[config.mk]
export PLATFORM = sky130hd
export DESIGN_NAME = sync_shift_port
export DESIGN_NICKNAME = d
export VERILOG_FILES = /design/src/rtl/sps_pkg.sv /design/src/rtl/sps_timer.sv /design/src/rtl/sps_shifter.sv /design/src/rtl/sync_shift_port.sv
export SDC_FILE = /design/constraint.sdc
export NUM_CORES = 1
export LEC_CHECK = 0
export BUFFER_PORTS_ARGS = -buffer_cell sky130_fd_sc_hd__buf_2
export CAP_MARGIN = 20
export CORE_UTILIZATION = 50
export CTS_CLUSTER_DIAMETER = 100
export CTS_CLUSTER_SIZE = 40
export DETAILED_ROUTE_END_ITERATION = 16
export PLACE_DENSITY = 0.78
export SYNTH_ARGS = -nofsm -noshare
export SYNTH_HDL_FRONTEND = slang
export SYNTH_SLANG_ARGS = --single-unit
export TNS_END_PERCENT = 50
[constraint.sdc]
create_clock -name clk -period 2 [get_ports clk]
set_input_delay 0.2 -clock clk [delete_from_list [all_inputs] [get_ports clk]]
set_output_delay 0.2 -clock clk [all_outputs]
set_load 0.02 [all_outputs]
[src/rtl/sps_pkg.sv]
package sps_pkg;
  typedef enum logic [1:0] {
    MODE_IDLE = 2'd0,
    MODE_TX   = 2'd1,
    MODE_RX   = 2'd2
  } sps_mode_e;
endpackage

[src/rtl/sps_timer.sv]
// Bit-period timer: phase within a bit, index of the bit within the frame.
module sps_timer #(
  parameter int DIV   = 12,
  parameter int HIGH  = 2,
  parameter int NBITS = 8
) (
  input  logic                     clk,
  input  logic                     rst_n,
  input  logic                     start,
  input  logic                     run,
  output logic [$clog2(DIV)-1:0]   phase,
  output logic                     sample_tick,
  output logic                     bit_end,
  output logic                     frame_end,
  output logic                     sclk_high
);
  localparam int PW = $clog2(DIV);
  localparam int BW = (NBITS > 1) ? $clog2(NBITS) : 1;
  localparam logic [PW-1:0] PH_LAST = PW'(DIV - 1);
  localparam logic [PW-1:0] PH_RISE = PW'(DIV - HIGH);
  localparam logic [PW-1:0] PH_SAMP = PW'(DIV - HIGH - 1);
  localparam logic [BW-1:0] BIT_LAST = BW'(NBITS - 1);

  logic [BW-1:0] bit_idx;

  always_ff @(posedge clk) begin
    if (!rst_n) begin
      phase   <= '0;
      bit_idx <= '0;
    end else if (start) begin
      phase   <= '0;
      bit_idx <= '0;
    end else if (run) begin
      if (phase == PH_LAST) begin
        phase   <= '0;
        bit_idx <= (bit_idx == BIT_LAST) ? '0 : bit_idx + 1'b1;
      end else begin
        phase <= phase + 1'b1;
      end
    end
  end

  assign bit_end     = run && (phase == PH_LAST);
  assign frame_end   = bit_end && (bit_idx == BIT_LAST);
  assign sample_tick = run && (phase == PH_SAMP);
  assign sclk_high   = (phase >= PH_RISE);


  bit_idx_hold_chk: assert property (@(posedge clk) disable iff (!rst_n)
    (run && !bit_end && !start) |=> (bit_idx == $past(bit_idx)));
endmodule

[src/rtl/sps_shifter.sv]
// Shift register shared by transmit (shift out at bit end) and receive (shift in at sample).
module sps_shifter #(
  parameter int W = 8
) (
  input  logic         clk,
  input  logic         rst_n,
  input  logic         load,
  input  logic [W-1:0] load_val,
  input  logic         shift,
  input  logic         shift_in,
  output logic [W-1:0] q
);
  always_ff @(posedge clk) begin
    if (!rst_n)     q <= '0;
    else if (load)  q <= load_val;
    else if (shift) q <= {shift_in, q[W-1:1]};
  end
endmodule

[src/rtl/sync_shift_port.sv]
module sync_shift_port
  import sps_pkg::*;
#(
  parameter int DIV    = 12,
  parameter int HIGH   = 2,
  parameter int DATA_W = 8
) (
  input  logic              clk,
  input  logic              rst_n,
  input  logic              wr_valid,
  output logic              wr_ready,
  input  logic [DATA_W-1:0] wr_data,
  input  logic              rx_enable,
  input  logic              clr_rx,
  input  logic              clr_tx,
  output logic [DATA_W-1:0] rd_data,
  output logic              tx_done,
  output logic              rx_done,
  output logic              sclk,
  output logic              sd_out,
  output logic              sd_oe,
  input  logic              sd_in
);
  localparam int PW = $clog2(DIV);

  sps_mode_e         mode;
  logic              idle, accept_wr, start_rx, start;
  logic              sample_tick, bit_end, frame_end, sclk_high;
  logic [PW-1:0]     phase;
  logic [DATA_W-1:0] shreg;
  logic              shift, shift_in;

  assign idle      = (mode == MODE_IDLE);
  assign accept_wr = wr_valid && idle;
  assign start_rx  = clr_rx && rx_enable && idle && !wr_valid;
  assign start     = accept_wr || start_rx;

  sps_timer #(.DIV(DIV), .HIGH(HIGH), .NBITS(DATA_W)) u_timer (
    .clk(clk), .rst_n(rst_n), .start(start), .run(!idle),
    .phase(phase), .sample_tick(sample_tick), .bit_end(bit_end),
    .frame_end(frame_end), .sclk_high(sclk_high)
  );

  assign shift    = ((mode == MODE_TX) && bit_end) || ((mode == MODE_RX) && sample_tick);
  assign shift_in = (mode == MODE_RX) ? sd_in : 1'b0;

  sps_shifter #(.W(DATA_W)) u_shift (
    .clk(clk), .rst_n(rst_n), .load(accept_wr), .load_val(wr_data),
    .shift(shift), .shift_in(shift_in), .q(shreg)
  );

  always_ff @(posedge clk) begin
    if (!rst_n) begin
      mode    <= MODE_IDLE;
      tx_done <= 1'b0;
      rx_done <= 1'b0;
      rd_data <= '0;
    end else begin
      if (accept_wr)      mode <= MODE_TX;
      else if (start_rx)  mode <= MODE_RX;
      else if (frame_end) mode <= MODE_IDLE;

      if (frame_end && mode == MODE_TX) tx_done <= 1'b1;
      else if (clr_tx)                  tx_done <= 1'b0;

      if (frame_end && mode == MODE_RX) begin
        rx_done <= 1'b1;
        rd_data <= shreg;
      end else if (clr_rx && idle) begin
        rx_done <= 1'b0;
      end
    end
  end

  assign wr_ready = idle;
  assign sd_oe    = (mode == MODE_TX);
  assign sd_out   = (mode == MODE_TX) ? shreg[0] : 1'b1;
  assign sclk     = idle || sclk_high;


  tx_bit_hold_chk: assert property (@(posedge clk) disable iff (!rst_n)
    (mode == MODE_TX && $past(mode) == MODE_TX && phase != '0) |-> $stable(sd_out));

  tx_done_set_chk: assert property (@(posedge clk) disable iff (!rst_n)
    $rose(tx_done) |-> ($past(mode) == MODE_TX));

  rd_data_sync_chk: assert property (@(posedge clk) disable iff (!rst_n)
    !$stable(rd_data) |-> $rose(rx_done));

  no_restart_chk: assert property (@(posedge clk) disable iff (!rst_n)
    (!idle && !frame_end) |=> (mode == $past(mode)));
endmodule

Yosys cells after proc, flatten, opt, wreduce, memory -nomap -nowiden
Cells that the tools add are included.
{ "word_totals": {"ff_bits": 27, "output_inout_bits": 14, "word_cells": 57} }
{ "op_classes": {"n_addsub": 2, "n_eq_ne": 5, "bitwise_logic": 2, "n_lt_le_gt_ge": 1, "n_reduce_logical": 26, "mux": 13} }
{ "ops": {"columns": ["operator", "n"], "rows": [
  ["$mux W8", 2],
  ["$logic_and A1 B1 Y1", 12],
  ["$eq A4 B4 Y1 const B", 2],
  ["$reduce_bool A2 Y1", 4],
  ["$mux W1", 7],
  ["$add A4 B1 Y4 const B", 1],
  ["$ge A4 B4 Y1 const B", 1],
  ["$mux W2", 2],
  ["$mux W4", 1],
  ["$reduce_or A2 Y1", 2],
  ["$add A3 B1 Y3 const B", 1],
  ["$eq A3 B3 Y1 const B", 1],
  ["$logic_or A1 B1 Y1", 3],
  ["$mux W3", 1],
  ["$reduce_bool A3 Y1", 1],
  ["$eq A2 B1 Y1 const B", 1],
  ["$eq A2 B2 Y1 const B", 1],
  ["$logic_not A1 Y1", 2],
  ["$logic_not A2 Y1", 1],
  ["$not A1 Y1", 2],
  ["$reduce_and A2 Y1", 1]
]} }

Longest topological paths before layout
Gate-level depths: netlist of the first run.
{ "depth": {"word_depth": 7, "mapped_depth": 7} }

Hierarchy
A second synthesis of the first run with hierarchy kept.
{ "hier_totals": {"hier_cells": 140, "area_unflattened_um2": 1407.6} }
{ "modules_own_cells": {"columns": ["module", "seq_area_each_um2", "area_per_inst_um2", "cells_per_inst", "instances"], "rows": [
  ["sync_shift_port", 240.2, 579.3, 65, 1],
  ["sps_shifter", 160.2, 440.4, 35, 1],
  ["sps_timer", 140.1, 387.9, 40, 1]
]} }

Least setup slack after synthesis of the first run
OpenSTA, ideal clock, no wires.
{ "synth_timing": {"kind": "register to register", "from": "register mode[0]", "to": "register u_shift.q[0]", "arrival_ns": 1.482, "period_less_slack_ns": 1.608, "setup_slack_ns": 0.392, "path_stages_with_launch": 8, "cell_sequence": "dfxtp_1 > buf_2 > nor2b_1 > and2_4 > buf_6 > or2_1 > buf_6 > a21oi_2"} }
{ "synth_via": {"elab_cells_between_ends": 12, "cone_classes": "eq/ne (2); mux (1); reduce/logical (9)"} }
{ "synth_lines": {"columns": ["element", "line", "text"], "rows": [
  ["from (decl)", "sync_shift_port.sv:26", "sps_mode_e mode;"],
  ["from (signal assigned)", "sync_shift_port.sv:54", "mode <= MODE_IDLE;"],
  ["from (signal assigned)", "sync_shift_port.sv:59", "if (accept_wr) mode <= MODE_TX;"],
  ["from (signal assigned)", "sync_shift_port.sv:60", "else if (start_rx) mode <= MODE_RX;"],
  ["$eq A2 B1 Y1", null, null],
  ["net sd_oe", "sync_shift_port.sv:21", "output logic sd_oe,"],
  ["$logic_and A1 B1 Y1", "sync_shift_port.sv:44", "assign shift = ((mode == MODE_TX) && bit_end) || ((mode == MODE_RX) && sample_tick);"],
  ["$logic_or A1 B1 Y1", "sync_shift_port.sv:44", null],
  ["$reduce_bool A2 Y1 (no line)", null, null],
  ["to (signal assigned)", "sps_shifter.sv:15", "else if (load) q <= load_val;"],
  ["to (signal assigned)", "sps_shifter.sv:16", "else if (shift) q <= {shift_in, q[W-1:1]};"],
  ["to (decl)", "sps_shifter.sv:11", "output logic [W-1:0] q"]
]} }
The timed path passes the listed nets, and every way through them passes these cells.
A chain may end at the register's enable or synchronous reset.

Final worst setup path of the first run
{ "layout_timing": {"from": "register u_timer.phase[0]", "to": "register rd_data[6]"} }
{ "layout_via": {"elab_chain_len": 4} }
{ "layout_rtl": {"columns": ["element", "line", "text"], "rows": [
  ["from (decl)", "sps_timer.sv:11", "output logic [$clog2(DIV)-1:0] phase,"],
  ["from (signal assigned)", "sps_timer.sv:38", "phase <= phase + 1'b1;"],
  ["$eq A4 B4 Y1", "sps_timer.sv:43", "assign bit_end = run && (phase == PH_LAST);"],
  ["$logic_and A1 B1 Y1", "sps_timer.sv:43", null],
  ["$logic_and A1 B1 Y1", "sps_timer.sv:44", "assign frame_end = bit_end && (bit_idx == BIT_LAST);"],
  ["$logic_and A1 B1 Y1", "sync_shift_port.sv:66", "if (frame_end && mode == MODE_RX) begin"],
  ["to (signal assigned)", "sync_shift_port.sv:68", "rd_data <= shreg;"],
  ["to (decl)", "sync_shift_port.sv:16", "output logic [DATA_W-1:0] rd_data,"]
]} }
No other way between the ends.

==> impl_summary.md, run 1 <==
Power and ir drop
The power per cell area is about 650 nW/µm². The share of total power dissipated in combinational logic is 0.146. The analysis attributes to net switching a power of ~0.27 mW. IR analysis of the VDD net gives a maximum drop of ~0.00048 V. The leakage component of the power is a little under 0.6 nW. The share of total power in sequential cells is 0.602. The net switching fraction of the power is 0.281.

The internal portion of the total power is approximately 0.69 mW. The proportion of power drawn by the clock network is 0.252.

Synth
The post-synth net total is 153. Yosys mapped a number of flops with a built-in enable equal to 0. The netlist area before placement is 1300 µm². The area fraction of the dominant cell type after synthesis is 0.415. The predominant post-synthesis flop cell is dfxtp_1. Sorting the synthesized cells by area gives the leading types as dfxtp_1 (42%), mux2i_1 (12%), nor2b_1 (6.3%).

The mean area per synthesized cell is a little under 10 µm². For this run, the number of Yosys warnings is 0. In this run, distinct cell masters in the synthesized netlist total 36. The register area share after synthesis is 0.415. The largest area contributor in the netlist is dfxtp_1. Counting flops and latches in the post-synthesis netlist gives 27. The cell count after synthesis came out at 133.

The fraction of synthesis flops using an asynchronous set or reset pin is 0.

Critical path
The critical path is of the register to register type. The worst setup path is launched from a register. Data on the critical path arrives at its endpoint at ~1.9 ns. Along the worst path, the maximum fanout reaches 9. The type of element capturing the critical path is a register.

The required time at the endpoint of the critical path is roughly 2.3 ns.

Floorplanning
The die is ~53 µm tall. After floorplanning, the core was sized to cover roughly 2500 µm². For this configuration, the core starts out at a cell density of 0.525. The number of primary I/O pins is 29. The die covers about 2800 µm². The number of rows in the core area is 18.

The x dimension of the die is ~53 µm.

STA
Setup repair after global routing left no endpoint under its margin. The final hold violation count came to 0. The final worst clock skew is between 0.007 and 0.008 ns. Subtracting the final worst setup slack from the clock period gives roughly 1.7 ns. The achievable clock frequency is 600 MHz. Setup violations remaining at the end of the flow were counted as 0.

Headroom to the max-slew limit came out at 0.652. The portion of the clock cycle consumed by the worst path in the final layout is 0.834. The final number of max-transition violations is 0.

The slew at the pin closest to its max-slew limit is 0.518 ns. The final-layout setup total negative slack is 0 ns.

Placed design
The cell area after placement is roughly 1400 µm². The count of buffers added on input and output ports is 28. The instance count after placement with tap cells included is 186. The half-perimeter wire length after placement is slightly below 2 mm.

The placer's final routability congestion estimate is between 0.8 and 0.9.

Clock network
CTS placed an instance of clkbuf_4 at the clock tree root. The number of clock sinks seen by CTS is 27. The longest clock path from root to sink contains 2 buffers. The number of buffers created by CTS is 3. TritonCTS built the clock tree. The number of setup buffers added after CTS is 0. The clock transition at the registers of the reported paths is roughly 0.15 ns.

The clock latency on the worst-skew pair is ~0.33 ns. Gates resized during post-CTS repair numbered 0. The number of buffers inserted by hold repair at cts is 0. CTS built an H-tree with a depth of 1.

Global routing
The maximum number of pins on one net before global-route repair is 22. The global-route wire length before repair is 4.33 mm. For this run, the total global-route usage over all layers was measured as 0.213. The aggregate global routing overflow is 0. The number of antenna violations at the first check in global routing is 0.

The number of global-route vias before repair came to 950.

Detailed routing
Wires add up to 2.60 mm. The detailed-router iteration count before antenna repair is 4. Summing over every cut layer, the via total after detailed routing is between 1000 and 1500.

The routed wire length per instance is between 10 and 15 µm. The count of unresolved DRC violations after routing is 0. The count of nets left with antenna violations after detail routing is 0.

After detailed routing, the number of vias per cell comes to approximately 5.5. The first-iteration detailed-routing DRC count is 8.

Outcome
The flow ran to the end, and the final reports show no timing, DRC or antenna violations.

Cells and area
Of the cells placed in the final design, the portion with a size suffix greater than 1 is 0.288. The area added between synthesis and finish is 13.3%. After routing the design area is around 1500 µm². The final-stage net count is about 180. After the flow finishes, the layout carries non-filler instances totaling 190. 0 antenna diodes ended up in the layout.

Job
The count of maximum capacitance violations is 0.

Hold path
In this run the worst hold path is classified as primary input to register.
cell type report:
cell class	count	area (µm²)
Multi-Input combinational cell	96	702
Inverter	3	11.3
Clock buffer	3	22.5
Timing Repair Buffer	30	155
Fill cell	235	1000
Sequential cell	27	541
Tap cell	30	37.5
Clock inverter	1	5.00
registers in the layout (all words and copies together), names as in the netlist:
signal           flops
u_shift.q            8
mode                 2
u_timer.bit_idx      3
rx_done              1
u_timer.phase        4
rd_data              8
tx_done              1
path summary, 6_finish.rpt:
kind	startpoint	end	slack [ns]	cells past startpoint
setup / recovery	u_timer.phase[0]	rd_data[6]	0.33	6
hold / removal	wr_data[1]	u_shift.q[1]	0.16	3
setup reg to reg	u_timer.phase[0]	rd_data[6]	0.33	6
hold reg to reg	u_timer.bit_idx[2]	u_timer.bit_idx[2]	0.48	2
critical path: stages, from the launching register on:
cell and delay [ns]:
dfxtp_1 0.45, ha_1 0.20, and3b_4 0.23, and4b_1 0.20, buf_4 0.20, mux2i_1 0.24
nor2b_1 0.07
power groups by stage:
stage | clock [mW] | combinational, mW | sequential (mW)
final | 0.243 | 0.141 | 0.580
after global routing | 0.278 | 0.154 | 0.583
after CTS | 0.249 | 0.142 | 0.579
after detailed placement | 0 | 0.141 | 0.591
after global placement | 0 | 0.136 | 0.590
after floorplan | 0 | 0.109 | 0.582
routing by layer:
layer,routed length (µm),up-vias,global-route usage
li1,-,526,-
met1,1210,494,0.285
met2,1230,25,0.342
met3,133,2,0.0259
met4,23,0,0.0877
met5,0,-,0
per-stage QoR:
| step | util | power [mW] | hold WS [ns] | setup slack, ns |
|---|---|---|---|---|
| 6_report | 0.595 | 0.964 | 0.161 | 0.333 |
| 5_1_grt | 0.595 | 1.01 | 0.154 | 0.201 |
| 4_1_cts | 0.595 | 0.970 | 0.158 | 0.308 |
| 3_5_place_dp | 0.584 | 0.732 | 0.458 | 0.334 |
| 3_3_place_gp | 0.584 | 0.726 | 0.443 | 0.433 |
| 2_1_floorplan | - | 0.691 | 0.411 | 0.392 |
cell usage after synthesis (all sizes together), types with 2 or more instances:
library cell / number
a21oi: 16
and2: 2
buf: 5
clkbuf: 2
dfxtp: 27
ha: 5
inv: 3
mux2i: 15
nand2: 10
nand2b: 2
nor2: 3
nor2b: 13
nor3: 2
nor3b: 3
o21ai: 2
o31ai: 8
or2: 2
or3: 2
logic make-up (layout without fill, tap and decap cells):
| group | after synthesis | count (layout) | synth area share |
|---|---|---|---|
| compound gates | 31 | 31 | 0.167 |
| xor+xnor | 1 | 1 | 0.00673 |
| fa+ha+maj | 5 | 5 | 0.0481 |
| buf+inv | 10 | 37 | 0.0452 |
| flops | 27 | 27 | 0.415 |
| mux | 15 | 15 | 0.115 |
| simple gates | 44 | 44 | 0.202 |
cells in the final DEF, fill, tap and decap left out, types with 3 or more instances in the layout:
master | netlist | final
mux2i_1 | 15 | 15
ha_1 | 5 | 5
o31ai_1 | 8 | 8
buf_2 | 2 | 28
nor3b_1 | 3 | 3
a21oi_1 | 8 | 8
nand2_1 | 10 | 10
a21oi_2 | 8 | 8
nor2b_1 | 13 | 13
dfxtp_1 | 27 | 27
clkbuf_4 | 0 | 3
(Power assumes the default switching activity.)
==> inputs of run 2 (changes only) <==
==> constraint.sdc (replaced) <==
create_clock -name clk -period 1.7 [get_ports clk]
set_input_delay 0.17 -clock clk [delete_from_list [all_inputs] [get_ports clk]]
set_output_delay 0.17 -clock clk [all_outputs]
set_load 0.02 [all_outputs]
==> run 2 against run 1 <==
Core utilization is 1.7 points higher; register-to-register slack worse by 0.22 ns; wire length is 1.7% higher; global-route usage is 1.0 points lower; sequential cell count stayed put; setup slack worse by 0.22 ns; first-iteration DRC count grew to 3.1 times the previous value; count of clock-buffer cells in the layout is 1 higher; combinational power is 23% higher; critical path type unchanged.
==> impl_summary.md, run 2 (synthesis gave the netlist of run 1 again) <==
Clock network
The number of clock sinks seen by CTS is 27 (unchanged). The number of levels in the clock H-tree is 1 (unchanged). The maximum count of clock buffers along a single path was 2 (unchanged). The number of setup buffers added after CTS came to 0 (unchanged).

The clock tree from TritonCTS is yes (unchanged). The cell at the root of the clock tree is clkbuf_4 (unchanged). The clock transition at the registers of the reported paths is 0.14 ns (was 0.15 ns). The number of buffers created by CTS came to 3 (unchanged). The clock latency on the worst-skew pair was 0.31 ns (was 0.33 ns).

Detailed routing
The total routed wirelength is 2.64 mm (was 2.60 mm). The count of unresolved DRC violations after routing is 0 (unchanged). The routed wire length per instance is 13.7 µm (about the same). The count of nets left with antenna violations after detail routing is 0 (unchanged). The first-iteration detailed-routing DRC count is 25 (was 8). The top metal layer carrying routed signals is met4 (unchanged).

The detailed-router iteration count before antenna repair came to 4 (unchanged). The length of routed met3 wiring is 93 µm (was 133 µm). The detailed-routed wire length on met2 is 1.32 mm (was 1.23 mm). The routed via count was 1044 (was 1047). The wire length on met1 is 1.21 mm (about the same). The vias per cell is 5.41 (was 5.51).

Critical path
The slowest cell on the critical path was dfxtp_4 (was dfxtp_1). Crit-path cells: ha_1 > and3b_4 > and2_4 > or2_1 > buf_4 > a21oi_2 (was ha_1 > and3b_4 > and4b_1 > buf_4 > mux2i_1 > nor2b_1). The arrival time of data at the critical path endpoint is 1.85 ns (was 1.91 ns). The largest stage delay on the critical path is 0.39 ns (was 0.45 ns). The number of buffers and inverters on the critical path came to 1 (unchanged). The category of the worst setup path launch point is a register (unchanged). The worst-case register-to-register setup slack is 0.11 ns (was 0.33 ns). The startpoint-to-endpoint class of the critical path is register to register (unchanged). The required time at the endpoint of the critical path is 1.96 ns (was 2.25 ns). The maximum net fanout on the critical path was 10 (was 9). The type of element capturing the critical path is a register (unchanged).

The category of cells accounting for the largest share of critical-path delay is simple AND/OR/NAND/NOR gates (unchanged).

Global routing
The global-route wire length before repair came to 4.05 mm (was 4.33 mm). The number of antenna violations at the first check in global routing is 0 (unchanged). The maximum number of pins on one net before global-route repair is 22 (unchanged). The aggregate global routing overflow was 0 (unchanged). The number of global-route vias before repair is 906 (was 950).

The total global-route track usage is 0.202 (was 0.213).

Cells and area
The multi-input logic area was 702 µm² (unchanged). The flip-flop and latch area is 548 µm² (was 541 µm²). Top library cells by usage in the layout, fill and taps aside: buf_2 (28), dfxtp_1 (25), mux2i_1 (15) (was buf_2 (28), dfxtp_1 (27), mux2i_1 (15)). The area added between synthesis and finish was 16.4% (was 13.3%). The filler cell count is 224 (was 235). The share of cells above drive strength 1 is 0.307 (was 0.288). The final-stage net count is 184 (was 181). The commonest non-fill, non-tap cell in the layout is buf_2 (unchanged). Largest registers ranked by flip-flop count: rd_data (8), u_shift.q (8), u_timer.phase (4) (unchanged).

The number of inserted diodes is 0 (unchanged). The number of cells in the finished layout apart from fillers is 193 (was 190).

Placed design
The half-perimeter wire length after placement is 1.98 mm (was 1.94 mm). The instance count after placement with tap cells included came to 189 (was 186). The number of buffers inserted by port buffering is 28 (unchanged).

The post-place setup slack was 0.0452 ns (was 0.334 ns). The placer's final routability congestion estimate is 0.846 (was 0.817).

STA
The final hold violation count is 0 (unchanged). The slew at the pin closest to its max-slew limit was 0.520 ns (was 0.518 ns). The final number of max-transition violations is 0 (unchanged). The portion of the clock cycle consumed by the worst path in the final layout is 0.936 (was 0.834). The number of setup violations in the final report came to 0 (unchanged). The achievable clock frequency is 628 MHz (was 600 MHz). The relative slew slack is 0.651 (was 0.652). Unrepaired setup endpoints after global routing: false (unchanged). The final worst clock skew is 0.00359 ns (was 0.00776 ns). The final-layout setup total negative slack is 0 ns (unchanged). The shortest period the worst path allows is 1.59 ns (was 1.67 ns). The post-route worst setup slack is 0.109 ns (was 0.333 ns).

Floorplanning
The initial core utilization is 0.525 (unchanged). The number of rows in the core area came to 18 (unchanged). The floorplan die height was 53.0 µm (unchanged). The x dimension of the die was 53.0 µm (unchanged). The core box area is 2480 µm² (unchanged). The number of primary I/O pins came to 29 (unchanged).

The die area came to 2810 µm² (unchanged).

Power and ir drop
The power consumption came to 1.13 mW (was 0.964 mW). The leakage component of the power was 0.613 nW (was 0.596 nW). The power per cell area was 746 nW/µm² (was 654 nW/µm²). The peak ir drop on the vdd network is 0.000477 V (was 0.000481 V).

Job
The count of maximum capacitance violations is 0 (unchanged).

Hold path
The worst hold-check path type is primary input to register (unchanged).

Outcome
Result of the run: finished clean (unchanged).
-- run 2: power breakdown --
| group | leakage (nW) | switching (mW) | internal (mW) |
|---|---|---|---|
| logic | 0.377 | 0.0978 | 0.0753 |
| registers | 0.221 | 0.0266 | 0.656 |
| clock network | 0.0150 | 0.183 | 0.0917 |
-- run 2: stage by stage --
stage                     hold slack [ns]  area (µm²)   util
after floorplan                     0.381        1300      -
final                               0.144        1520  0.612
after global placement              0.445        1480  0.598
after global routing                0.156        1520  0.612
after detailed placement            0.461        1480  0.598
after CTS                           0.142        1510  0.609
-- run 2: worst register-to-register path: cells and delay by family (launching register included) --
| kind | cells | cell delay, ns |
|---|---|---|
| flip-flops | 1 | 0.39 |
| buffers and inverters | 1 | 0.17 |
| AND/OR/NAND/NOR | 3 | 0.63 |
| AO/OA/AOI/OAI | 1 | 0.12 |
| adder cells (fa/ha/maj) | 1 | 0.22 |
-- run 2: path summary, 6_finish.rpt --
kind / startpoint / endpoint / depth (start not counted)
setup / recovery: u_timer.phase[0] / u_shift.q[5] / 6
hold / removal: wr_data[1] / u_shift.q[1] / 3
setup reg to reg: u_timer.phase[0] / u_shift.q[5] / 6
hold reg to reg: u_timer.bit_idx[1] / u_timer.bit_idx[1] / 2
-- run 2: timing repair --
item / 4_1_cts / 5_1_grt
hold buffers: 0 / 0
gates resized for setup: 0 / 4
setup endpoints to repair: 0 / 9
-- run 2: per-layer routing --
layer	vias up	track usage
met4	0	0.0921
met3	2	0.0345
met5	-	0
met2	16	0.327
met1	497	0.260
li1	529	-
-- run 2: cell type report --
class / count / share of cell area
clock buffer: 4 / 0.0173
inverter: 3 / 0.00743
multi-input combinational: 96 / 0.463
sequential: 27 / 0.362
tap: 30 / 0.0248
timing repair buffer: 33 / 0.126
